<file path="src/rtl/crc_pkg.sv">
package crc_pkg;
  typedef enum logic [1:0] {PW32 = 2'd0, PW16 = 2'd1, PW8 = 2'd2, PW7 = 2'd3} poly_w_e;
  typedef enum logic [1:0] {XS_BYTE = 2'd0, XS_HALF = 2'd1, XS_WORD = 2'd2} xfer_sz_e;

  localparam int unsigned DW = 32;
  localparam int unsigned CW = 3;

  function automatic int unsigned width_of(poly_w_e w);
    case (w)
      PW16:    return 16;
      PW8:     return 8;
      PW7:     return 7;
      default: return 32;
    endcase
  endfunction

  function automatic logic [DW-1:0] mask_of(poly_w_e w);
    case (w)
      PW16:    return 32'h0000_FFFF;
      PW8:     return 32'h0000_00FF;
      PW7:     return 32'h0000_007F;
      default: return 32'hFFFF_FFFF;
    endcase
  endfunction

  function automatic logic [DW-1:0] crc_byte(logic [DW-1:0] crc, logic [DW-1:0] poly,
                                              poly_w_e w, logic [7:0] b);
    logic [DW-1:0] c;
    logic fb;
    int unsigned top;
    c = crc;
    top = width_of(w) - 1;
    for (int i = 7; i >= 0; i--) begin
      fb = c[top[4:0]] ^ b[i];
      c = c << 1;
      if (fb) c = c ^ poly;
    end
    return c & mask_of(w);
  endfunction
endpackage

</file>
<file path="src/rtl/crc_in_buf.sv">
module crc_in_buf
  import crc_pkg::*;
#(
  parameter int unsigned DATA_W = DW,
  parameter int unsigned CNT_W  = CW
) (
  input  logic              clk_i,
  input  logic              rst_ni,
  input  logic              push_i,
  input  logic [DATA_W-1:0] data_i,
  input  logic [CNT_W-1:0]  cnt_i,
  input  logic              pop_i,
  output logic              valid_o,
  output logic [DATA_W-1:0] data_o,
  output logic [CNT_W-1:0]  cnt_o
);
  always_ff @(posedge clk_i or negedge rst_ni) begin
    if (!rst_ni) begin
      valid_o <= 1'b0;
      data_o  <= '0;
      cnt_o   <= '0;
    end else if (push_i) begin
      valid_o <= 1'b1;
      data_o  <= data_i;
      cnt_o   <= cnt_i;
    end else if (pop_i) begin
      valid_o <= 1'b0;
    end
  end

  assert_slot_hold_R8: assert property (@(posedge clk_i) disable iff (!rst_ni)
    (valid_o && !pop_i) |=> (valid_o && $stable(data_o) && $stable(cnt_o)));
  assert_push_fill_R7: assert property (@(posedge clk_i) disable iff (!rst_ni)
    push_i |=> valid_o);
endmodule

</file>
<file path="src/rtl/crc_byte_engine.sv">
module crc_byte_engine
  import crc_pkg::*;
#(
  parameter int unsigned DATA_W = DW,
  parameter int unsigned CNT_W  = CW
) (
  input  logic              clk_i,
  input  logic              rst_ni,
  input  logic              clear_i,
  input  logic [DATA_W-1:0] seed_i,
  input  logic              load_i,
  input  logic [DATA_W-1:0] data_i,
  input  logic [CNT_W-1:0]  cnt_i,
  input  logic [DATA_W-1:0] poly_i,
  input  poly_w_e           width_i,
  output logic              take_o,
  output logic [CNT_W-1:0]  cnt_o,
  output logic [DATA_W-1:0] crc_o
);
  logic [DATA_W-1:0] shreg_q;

  assign take_o = (cnt_o <= CNT_W'(1));

  always_ff @(posedge clk_i or negedge rst_ni) begin
    if (!rst_ni) begin
      crc_o   <= '1;
      shreg_q <= '0;
      cnt_o   <= '0;
    end else if (clear_i) begin
      crc_o <= seed_i;
      cnt_o <= '0;
    end else begin
      if (cnt_o != '0) crc_o <= crc_byte(crc_o, poly_i, width_i, shreg_q[DATA_W-1 -: 8]);
      if (cnt_o > CNT_W'(1)) begin
        shreg_q <= shreg_q << 8;
        cnt_o   <= cnt_o - CNT_W'(1);
      end else if (load_i) begin
        shreg_q <= data_i;
        cnt_o   <= cnt_i;
      end else begin
        cnt_o <= '0;
      end
    end
  end

  assert_byte_rate_R11: assert property (@(posedge clk_i) disable iff (!rst_ni)
    (cnt_o > CNT_W'(1) && !clear_i) |=> (cnt_o == $past(cnt_o) - CNT_W'(1)));
  assert_idle_hold_R9: assert property (@(posedge clk_i) disable iff (!rst_ni)
    (cnt_o == '0 && !clear_i) |=> $stable(crc_o));
endmodule

</file>
<file path="src/rtl/prog_crc_unit.sv">
module prog_crc_unit
  import crc_pkg::*;
(
  input  logic        clk_i,
  input  logic        rst_ni,
  input  logic        req_i,
  input  logic        we_i,
  input  logic [1:0]  addr_i,
  input  logic [1:0]  size_i,
  input  logic [31:0] wdata_i,
  output logic        ready_o,
  output logic [31:0] rdata_o
);
  localparam logic [1:0] A_DATA = 2'd0, A_CTRL = 2'd1, A_INIT = 2'd2, A_POLY = 2'd3;

  poly_w_e       width_q;
  logic [DW-1:0] init_q, poly_q;
  logic          buf_valid, take, idle, acc, do_reset, push;
  logic [DW-1:0] buf_data, eng_crc, push_data;
  logic [CW-1:0] buf_cnt, eng_cnt, push_cnt;

  assign idle = !buf_valid && (eng_cnt == '0);

  always_comb begin
    ready_o = 1'b1;
    if (req_i) begin
      if (addr_i == A_DATA) ready_o = we_i ? !buf_valid : idle;
      else if (addr_i == A_CTRL && we_i && wdata_i[0]) ready_o = idle;
    end
  end

  assign acc      = req_i && ready_o;
  assign push     = acc && we_i && (addr_i == A_DATA);
  assign do_reset = acc && we_i && (addr_i == A_CTRL) && wdata_i[0];

  always_comb begin
    case (xfer_sz_e'(size_i))
      XS_BYTE: begin push_data = {wdata_i[7:0], 24'b0};  push_cnt = CW'(1); end
      XS_HALF: begin push_data = {wdata_i[15:0], 16'b0}; push_cnt = CW'(2); end
      default: begin push_data = wdata_i;                push_cnt = CW'(4); end
    endcase
  end

  always_ff @(posedge clk_i or negedge rst_ni) begin
    if (!rst_ni) begin
      width_q <= PW32;
      init_q  <= '1;
      poly_q  <= 32'h04C1_1DB7;
    end else if (acc && we_i) begin
      case (addr_i)
        A_CTRL:  width_q <= poly_w_e'(wdata_i[4:3]);
        A_INIT:  init_q  <= wdata_i;
        A_POLY:  poly_q  <= wdata_i;
        default: ;
      endcase
    end
  end

  crc_in_buf u_buf (
    .clk_i, .rst_ni,
    .push_i (push),
    .data_i (push_data),
    .cnt_i  (push_cnt),
    .pop_i  (buf_valid && take),
    .valid_o(buf_valid),
    .data_o (buf_data),
    .cnt_o  (buf_cnt)
  );

  crc_byte_engine u_eng (
    .clk_i, .rst_ni,
    .clear_i(do_reset),
    .seed_i (init_q & mask_of(poly_w_e'(wdata_i[4:3]))),
    .load_i (buf_valid),
    .data_i (buf_data),
    .cnt_i  (buf_cnt),
    .poly_i (poly_q),
    .width_i(width_q),
    .take_o (take),
    .cnt_o  (eng_cnt),
    .crc_o  (eng_crc)
  );

  always_comb begin
    case (addr_i)
      A_DATA:  rdata_o = eng_crc & mask_of(width_q);
      A_CTRL:  rdata_o = {27'b0, width_q, 3'b0};
      A_INIT:  rdata_o = init_q;
      default: rdata_o = poly_q;
    endcase
  end

  assert_reset_idle_R10: assert property (@(posedge clk_i) disable iff (!rst_ni)
    do_reset |-> (!buf_valid && eng_cnt == '0));
  assert_full_stall_R8: assert property (@(posedge clk_i) disable iff (!rst_ni)
    (req_i && we_i && addr_i == A_DATA && buf_valid) |-> !push);
endmodule

</file>
<file path="config.mk">
export PLATFORM = sky130hd
export DESIGN_NAME = prog_crc_unit
export DESIGN_NICKNAME = d
export VERILOG_FILES = /design/src/rtl/crc_pkg.sv /design/src/rtl/crc_in_buf.sv /design/src/rtl/crc_byte_engine.sv /design/src/rtl/prog_crc_unit.sv
export SDC_FILE = /design/constraint.sdc
export NUM_CORES = 1
export LEC_CHECK = 0
export BUFFER_PORTS_ARGS = -buffer_cell sky130_fd_sc_hd__buf_2
export CORE_MARGIN = 10
export CORE_UTILIZATION = 35
export CTS_CLUSTER_SIZE = 20
export DETAILED_ROUTE_END_ITERATION = 10
export GPL_ROUTABILITY_DRIVEN = 1
export SYNTH_ARGS = -nofsm -noshare
export SYNTH_HDL_FRONTEND = slang
export SYNTH_SLANG_ARGS = --single-unit
</file>
<file path="constraint.sdc">
create_clock -name clk_i -period 8.2 [get_ports clk_i]
set_input_delay 0.82 -clock clk_i [delete_from_list [all_inputs] [get_ports clk_i]]
set_output_delay 0.82 -clock clk_i [all_outputs]
set_load 0.005 [all_outputs]
</file>
======== Word-level counts from Yosys, hierarchy flattened ========
Index checks and enable logic that the tools add are counted.
storage, ports and cells
  bits in registers ....................... 169
  input port bits ......................... 40
  logic and storage cells ................. 129
operators by class
  add/sub/neg operators ................... 2
  order comparisons ....................... 3
  equality and inequality tests ........... 10
  mux-type cells .......................... 64
  bitwise logic cells ..................... 20
  reductions and logical operators ........ 21
operators with widths
  cell                 count
  $mux 32              31
  $pmux 32 s3          3
  $xor 32x32->32       8
  $and 32x32->32       3
  $pmux 32 s2          1
  $bmux 1 s5           8
  $pmux 5 s3           1
  $mux 1               14
  $eq 2x2->1 const B   6
  $mux 5               2
  $logic_and 1x1->1    9
  $mux 3               3
  $eq 2x1->1 const B   4
  $reduce_and 2->1     4
  $xor 1x1->1          8
  $lt 5x6->1 const B   1
  $pmux 3 s2           1
  $reduce_bool 2->1    3
  $sub 5x1->5 const B  1
  $logic_not 2->1      2
  $gt 3x1->1 const B   1
  $le 3x1->1 const B   1
  $logic_not 3->1      1
  $reduce_bool 3->1    1
  other kinds (3)      3

======== Logic depth before layout (Yosys ltp) ========
  depth after elaboration ................. 63
  depth in mapped cells ................... 30
  depth with buffers taken out ............ 25

======== Modules after synthesis ========
A second synthesis with hierarchy kept.
unflattened totals
  cells, all modules ...................... 1499
  area, all modules ....................... 13600.5 um2
by module, submodules not included
  module           instances  cells an instance  area each (um2)  sequential area each (um2)
  crc_byte_engine  1          1076               8155.3           1716.6
  prog_crc_unit    1          346                3958.8           1709.1
  crc_in_buf       1          77                 1486.4           900.9

======== Least setup slack after synthesis ========
OpenSTA, ideal clock, no wires.
  path type ............................... register to register
  start point ............................. register u_eng.crc_o[6]
  end point ............................... register u_eng.crc_o[3]
  library setup time ...................... 0.082 ns
  arrival ................................. 7.016 ns
  required time ........................... 8.118 ns
  setup slack ............................. 1.102 ns
  stages on the path, launching flop included .. 30
  buffers on the path ..................... 4
  clock period less this slack ............ 7.098 ns
  cells stage by stage .................... dfstp_2 -> buf_2 -> mux4_2 -> xor2_2 -> a21o_1 -> a21oi_2 -> or4_4 -> buf_6 -> buf_4 -> a41oi_1 -> o221ai_1 -> nor3_1 -> o211ai_1 -> a211o_2 -> a2111oi_0 -> mux2i_1 -> a2111oi_4 -> xnor2_2 -> mux2i_2 -> and4_2 -> o21ai_2 -> xnor2_2 -> o22a_2 -> and4_4 -> xnor2_4 -> a211oi_2 -> xnor2_1 -> buf_2 -> a21oi_1 -> o31a_1
on the way
  cells in the longest elaborated chain, start to end .. 51
  elaborated cells between the ends (all ways) .. 59
  classes of those cells .................. mux (42); bitwise (17)
ends and longest elaborated chain
  what                          RTL line               text
  start: declaration            crc_byte_engine.sv:18  output logic [DATA_W-1:0] crc_o
  start signal: assignment      crc_byte_engine.sv:30  crc_o <= seed_i;
  start signal: assignment      crc_byte_engine.sv:33  if (cnt_o != '0) crc_o <= crc_byte(crc_o, poly_i, width_i, shreg_q[DATA_W-1 -: 8]);
  $bmux 1 s5                    crc_pkg.sv:34          fb = c[top[4:0]] ^ b[i];
  $mux 1 (not written as such)  crc_pkg.sv:34
  $xor 1x1->1                   crc_pkg.sv:34
  $mux 32 (*)                   crc_pkg.sv:36          if (fb) c = c ^ poly;
  $mux 32 (*)                   crc_byte_engine.sv:33
  $mux 32 (*)                   crc_byte_engine.sv:29  end else if (clear_i) begin
  $bmux 1 s5                    crc_pkg.sv:34
  $mux 1 (not written as such)  crc_pkg.sv:34
  [... 35 more ...]             n/a
  $mux 1 (not written as such)  crc_pkg.sv:34
  $xor 1x1->1                   crc_pkg.sv:34
  $mux 32 (*)                   crc_pkg.sv:36
  $mux 32 (*)                   crc_byte_engine.sv:33
  $mux 32 (*)                   crc_byte_engine.sv:29
  $and 32x32->32 (*)            crc_pkg.sv:38          return c & mask_of(w);
  $mux 32 (*)                   crc_byte_engine.sv:33
  $mux 32 (*)                   crc_byte_engine.sv:29
Mark *: on every way between the ends. The rest lies on a longest branch, timed or not. The select of a mux whose other input is x is not followed.
A chain may end at the register's enable or synchronous reset.

======== Worst setup path in the final report ========
  start point ............................. register width_q[0]
  end point ............................... register u_eng.crc_o[16]
on the way
  cells in the longest elaborated chain, start to end .. 56
  elaborated cells between the ends (all ways) .. 68
  classes of those cells .................. add/sub (1); eq/ne (3); mux (48); bitwise (16)
ends and longest elaborated chain
  what                                      RTL line                     text
  start: declaration                        prog_crc_unit.sv:16          poly_w_e width_q;
  start signal: assignment                  prog_crc_unit.sv:51          A_CTRL: width_q <= poly_w_e'(wdata_i[4:3]);
  $eq 2x2->1 or $eq 2x1->1 (tied branches)  crc_pkg.sv:9, crc_pkg.sv:18
  $pmux 5 s3                                crc_pkg.sv:9                 case (w)
  $mux 5                                    crc_byte_engine.sv:33
  $mux 5                                    crc_byte_engine.sv:29
  $sub 5x1->5                               crc_pkg.sv:32                top = width_of(w) - 1;
  $bmux 1 s5                                crc_pkg.sv:34
  $mux 1 (not written as such)              crc_pkg.sv:34
  $xor 1x1->1                               crc_pkg.sv:34
  [... 40 more ...]                         n/a
  $mux 1 (not written as such)              crc_pkg.sv:34
  $xor 1x1->1                               crc_pkg.sv:34
  $mux 32                                   crc_pkg.sv:36
  $mux 32                                   crc_byte_engine.sv:33
  $mux 32                                   crc_byte_engine.sv:29
  $and 32x32->32 (*)                        crc_pkg.sv:38
  $mux 32 (*)                               crc_byte_engine.sv:33
  $mux 32 (*)                               crc_byte_engine.sv:29
Marked as above.

==> results.yml <==
timing:
  setup_violations: 0
  fmax_mhz: 128
  fin_crit_sh_pct: 94.9
  skew_ns: 0.0168
  finalHoldViolCount: 0
  setup_slack_ns: 0.414
  maxSlewViolCount: 0
  tightest_slew_ns: 1.15
  period_minus_slack_ns: 7.79
  rsz0062_at_grt: "false"
  slew_headroom_pct: 22.7
  fin_setup_tns_ns: 0
route:
  via_per_inst: 5.53
  wire_per_inst_um: 21.2
  first_iter_violations: 1158
  totalWireLength_mm: 43.4
  antenna_left: 0
  num_vias: 11313
  route.detailed.drc: 0
  dr.pass1.iters: 6
logic_synthesis:
  synth_top_area_cell: "dfrtp_1"
  synth.avg_cell_area_um2: 8.44
  ys_warn_count: 0
  ys_top_cells_by_area: "dfrtp_1, dfstp_2, xnor2_1"
  synthesis.nets: 1590
  synthArstFlopShare_pct: 100
  synth_ff_type: "dfrtp_1"
  synth_top_area_share_pct: 17.4
  ys_ff_latch: 169
  synth_cells: 1547
  synthTopCellsByCount: "nand2_1, xnor2_1, o21ai_0"
  synth-edff-count: 0
  syn_area_mm2: 0.0131
  yosysUniqueCellTypes: 91
  yosysSeqAreaShare_pct: 33.1
  synth_most_common_cell: "nand2_1"
die:
  num_io_pins: 73
  rows: 70
  die_h_um: 213
  die_w_um: 213
  dieArea_mm2: 0.0454
  initial_core_util_pct: 35.6
  core-area_mm2: 0.0367
cells_and_area:
  antenna_cells: 0
  nets: 1609
  syn2layout_area_growth_pct: 11.9
  stdcell_count: 2047
  fillCellCount: 3640
  post-route-util_pct: 39.8
  drive_gt1_share_pct: 24.0
setup_path:
  cp.arrival_ns: 8.12
  required_ns: 8.54
  crit_path_start_kind: "register"
  rrSetupSlack_ns: 0.41
  cp_max_fo: 12
  worst-setup-path-type: "register to register"
  end_kind: "register"
placement:
  place_ws_ns: 0.158
  gp_congestion: 0.966
  dp_cells: 2012
  dpl.hpwl_mm: 30.9
  io_buffers: 72
run_status:
  outcome: "finished clean"
hold_path:
  hold_path_class: "primary input to asynchronous set/reset pin"
clock_tree:
  postCtsHoldBufs: 0
  clk_pin_slew_worst_paths_ns: 0.07
  insertion_delay_ns: 0.45
  cts_tree: "done"
  cts_buffers: 17
  cts.path.max_buffers: 2
  ctsHtreeMaxLevel: 4
  clock-sinks: 169
  cts_root_buf: "clkbuf_16"
run:
  cap_violations: 0
grt:
  grt_overflow: 0
  grt_max_degree: 82
  grt_pass1_wl_mm: 66.9
  antenna_found_initial: 0
  first_global_vias: 10926
  grt_usage_pct: 19.0
==> cell type report <==
type                    instances  area (um^2)  share of cell area [%]
clock inverters                11          123                   0.839
well taps                     468          586                    4.01
repair buffers                129          795                    5.44
multi-input cells            1231         8230                    56.3
inverters                      18         67.6                   0.462
clock buffers                  21          493                    3.37
flip-flops and latches        169         4330                    29.6
==> path summary, 6_finish.rpt <==
| check | from | to | cells after the start |
|---|---|---|---|
| min in group clk_i | u_buf.data_o[24] | u_buf.data_o[24] | 2 |
| setup reg to reg | width_q[0] | u_eng.crc_o[16] | 26 |
| hold / removal | rst_ni | poly_q[20] | 1 |
| setup / recovery | width_q[0] | u_eng.crc_o[16] | 26 |
| max in group asynchronous | rst_ni | poly_q[6] | 3 |
| hold reg to reg | u_buf.data_o[24] | u_buf.data_o[24] | 2 |
==> critical path, cell delays in order, from the launching register on <==
cell and delay [ns]:
dfrtp_1 0.48, mux2i_1 0.32, mux2i_2 0.31, mux2i_1 0.11, a211o_1 0.37, or4_4 0.55
and3_4 0.23, o32ai_2 0.34, or3_1 0.18, o211ai_1 0.16, a211o_2 0.45, a2111oi_2 0.40
xor2_1 0.21, a2111oi_4 0.49, xnor2_2 0.18, mux2i_2 0.35, and4_2 0.34, o21ai_1 0.11
xnor2_1 0.28, o22ai_1 0.18, o211ai_1 0.32, nand2_1 0.13, a211oi_2 0.27, buf_4 0.24
xnor2_1 0.29, nor3b_1 0.12, o31ai_1 0.28
==> repair_timing <==
action / CTS / global route
buffers inserted: 0 / 3
endpoints found under the setup margin: 0 / 32
gates resized for setup: 0 / 10
==> per-stage QoR <==
stage	instance area, um^2	hold WS, ns
2_1_floorplan	13100	0.444
3_3_place_gp	13900	0.461
3_5_place_dp	13900	0.470
4_1_cts	14500	0.309
5_1_grt	14600	0.322
6_report	14600	0.310
==> state kept, by name, summed over array words and instances (netlist names) <==
signal         flops
init_q            32
poly_q            32
u_buf.cnt_o        3
u_buf.data_o      32
u_buf.valid_o      1
u_eng.cnt_o        3
u_eng.crc_o       32
u_eng.shreg_q     32
width_q            2
==> layout by cell type (no fill, tap or decap), types with 4 or more instances in the layout <==
cell type and instances:
a2111oi_2 5, a21boi_0 4, a21o_1 5, a21oi_1 33, a22o_1 14, a22oi_1 17
a311o_1 5, a31oi_1 9, and2_1 7, and3_1 12, buf_2 71, buf_4 57
clkbuf_16 19, dfrtp_1 91, dfstp_2 78, inv_1 17, mux2_2 97, mux2i_1 44
nand2_1 400, nand2b_1 6, nand3_1 15, nand3b_1 7, nand4_1 12, nor2_1 44
nor3_1 12, o211ai_1 12, o21ai_0 104, o21ai_1 13, o31ai_1 8, o41ai_1 6
or3_1 8, xnor2_1 195, xor2_1 42
==> routing by layer <==
layer | track usage [%] | share of wire, % | vias to the layer above
met4 | 6.97 | 3.1 | 0
met2 | 31.2 | 47 | 370
met1 | 25.0 | 44 | 5565
met3 | 2.74 | 5.5 | 60
li1 | - | - | 5318
met5 | 0 | 0 | -
==> cell families (layout without fill, tap and decap cells) <==
logic type / count (synthesis) / after routing / share of synthesized area, %
AO/OA/AOI/OAI: 285 / 285 / 14.8
XOR/XNOR: 243 / 243 / 16.7
adder cells (fa/ha/maj): 3 / 3 / 0.287
buffers and inverters: 147 / 179 / 4.46
flip-flops: 169 / 169 / 33.1
multiplexers: 146 / 146 / 12.4
AND/OR/NAND/NOR: 554 / 554 / 18.1
Power is left out: the tool's default activity adds up to more than one toggle a clock period on the data nets, which glitch-free logic cannot reach.
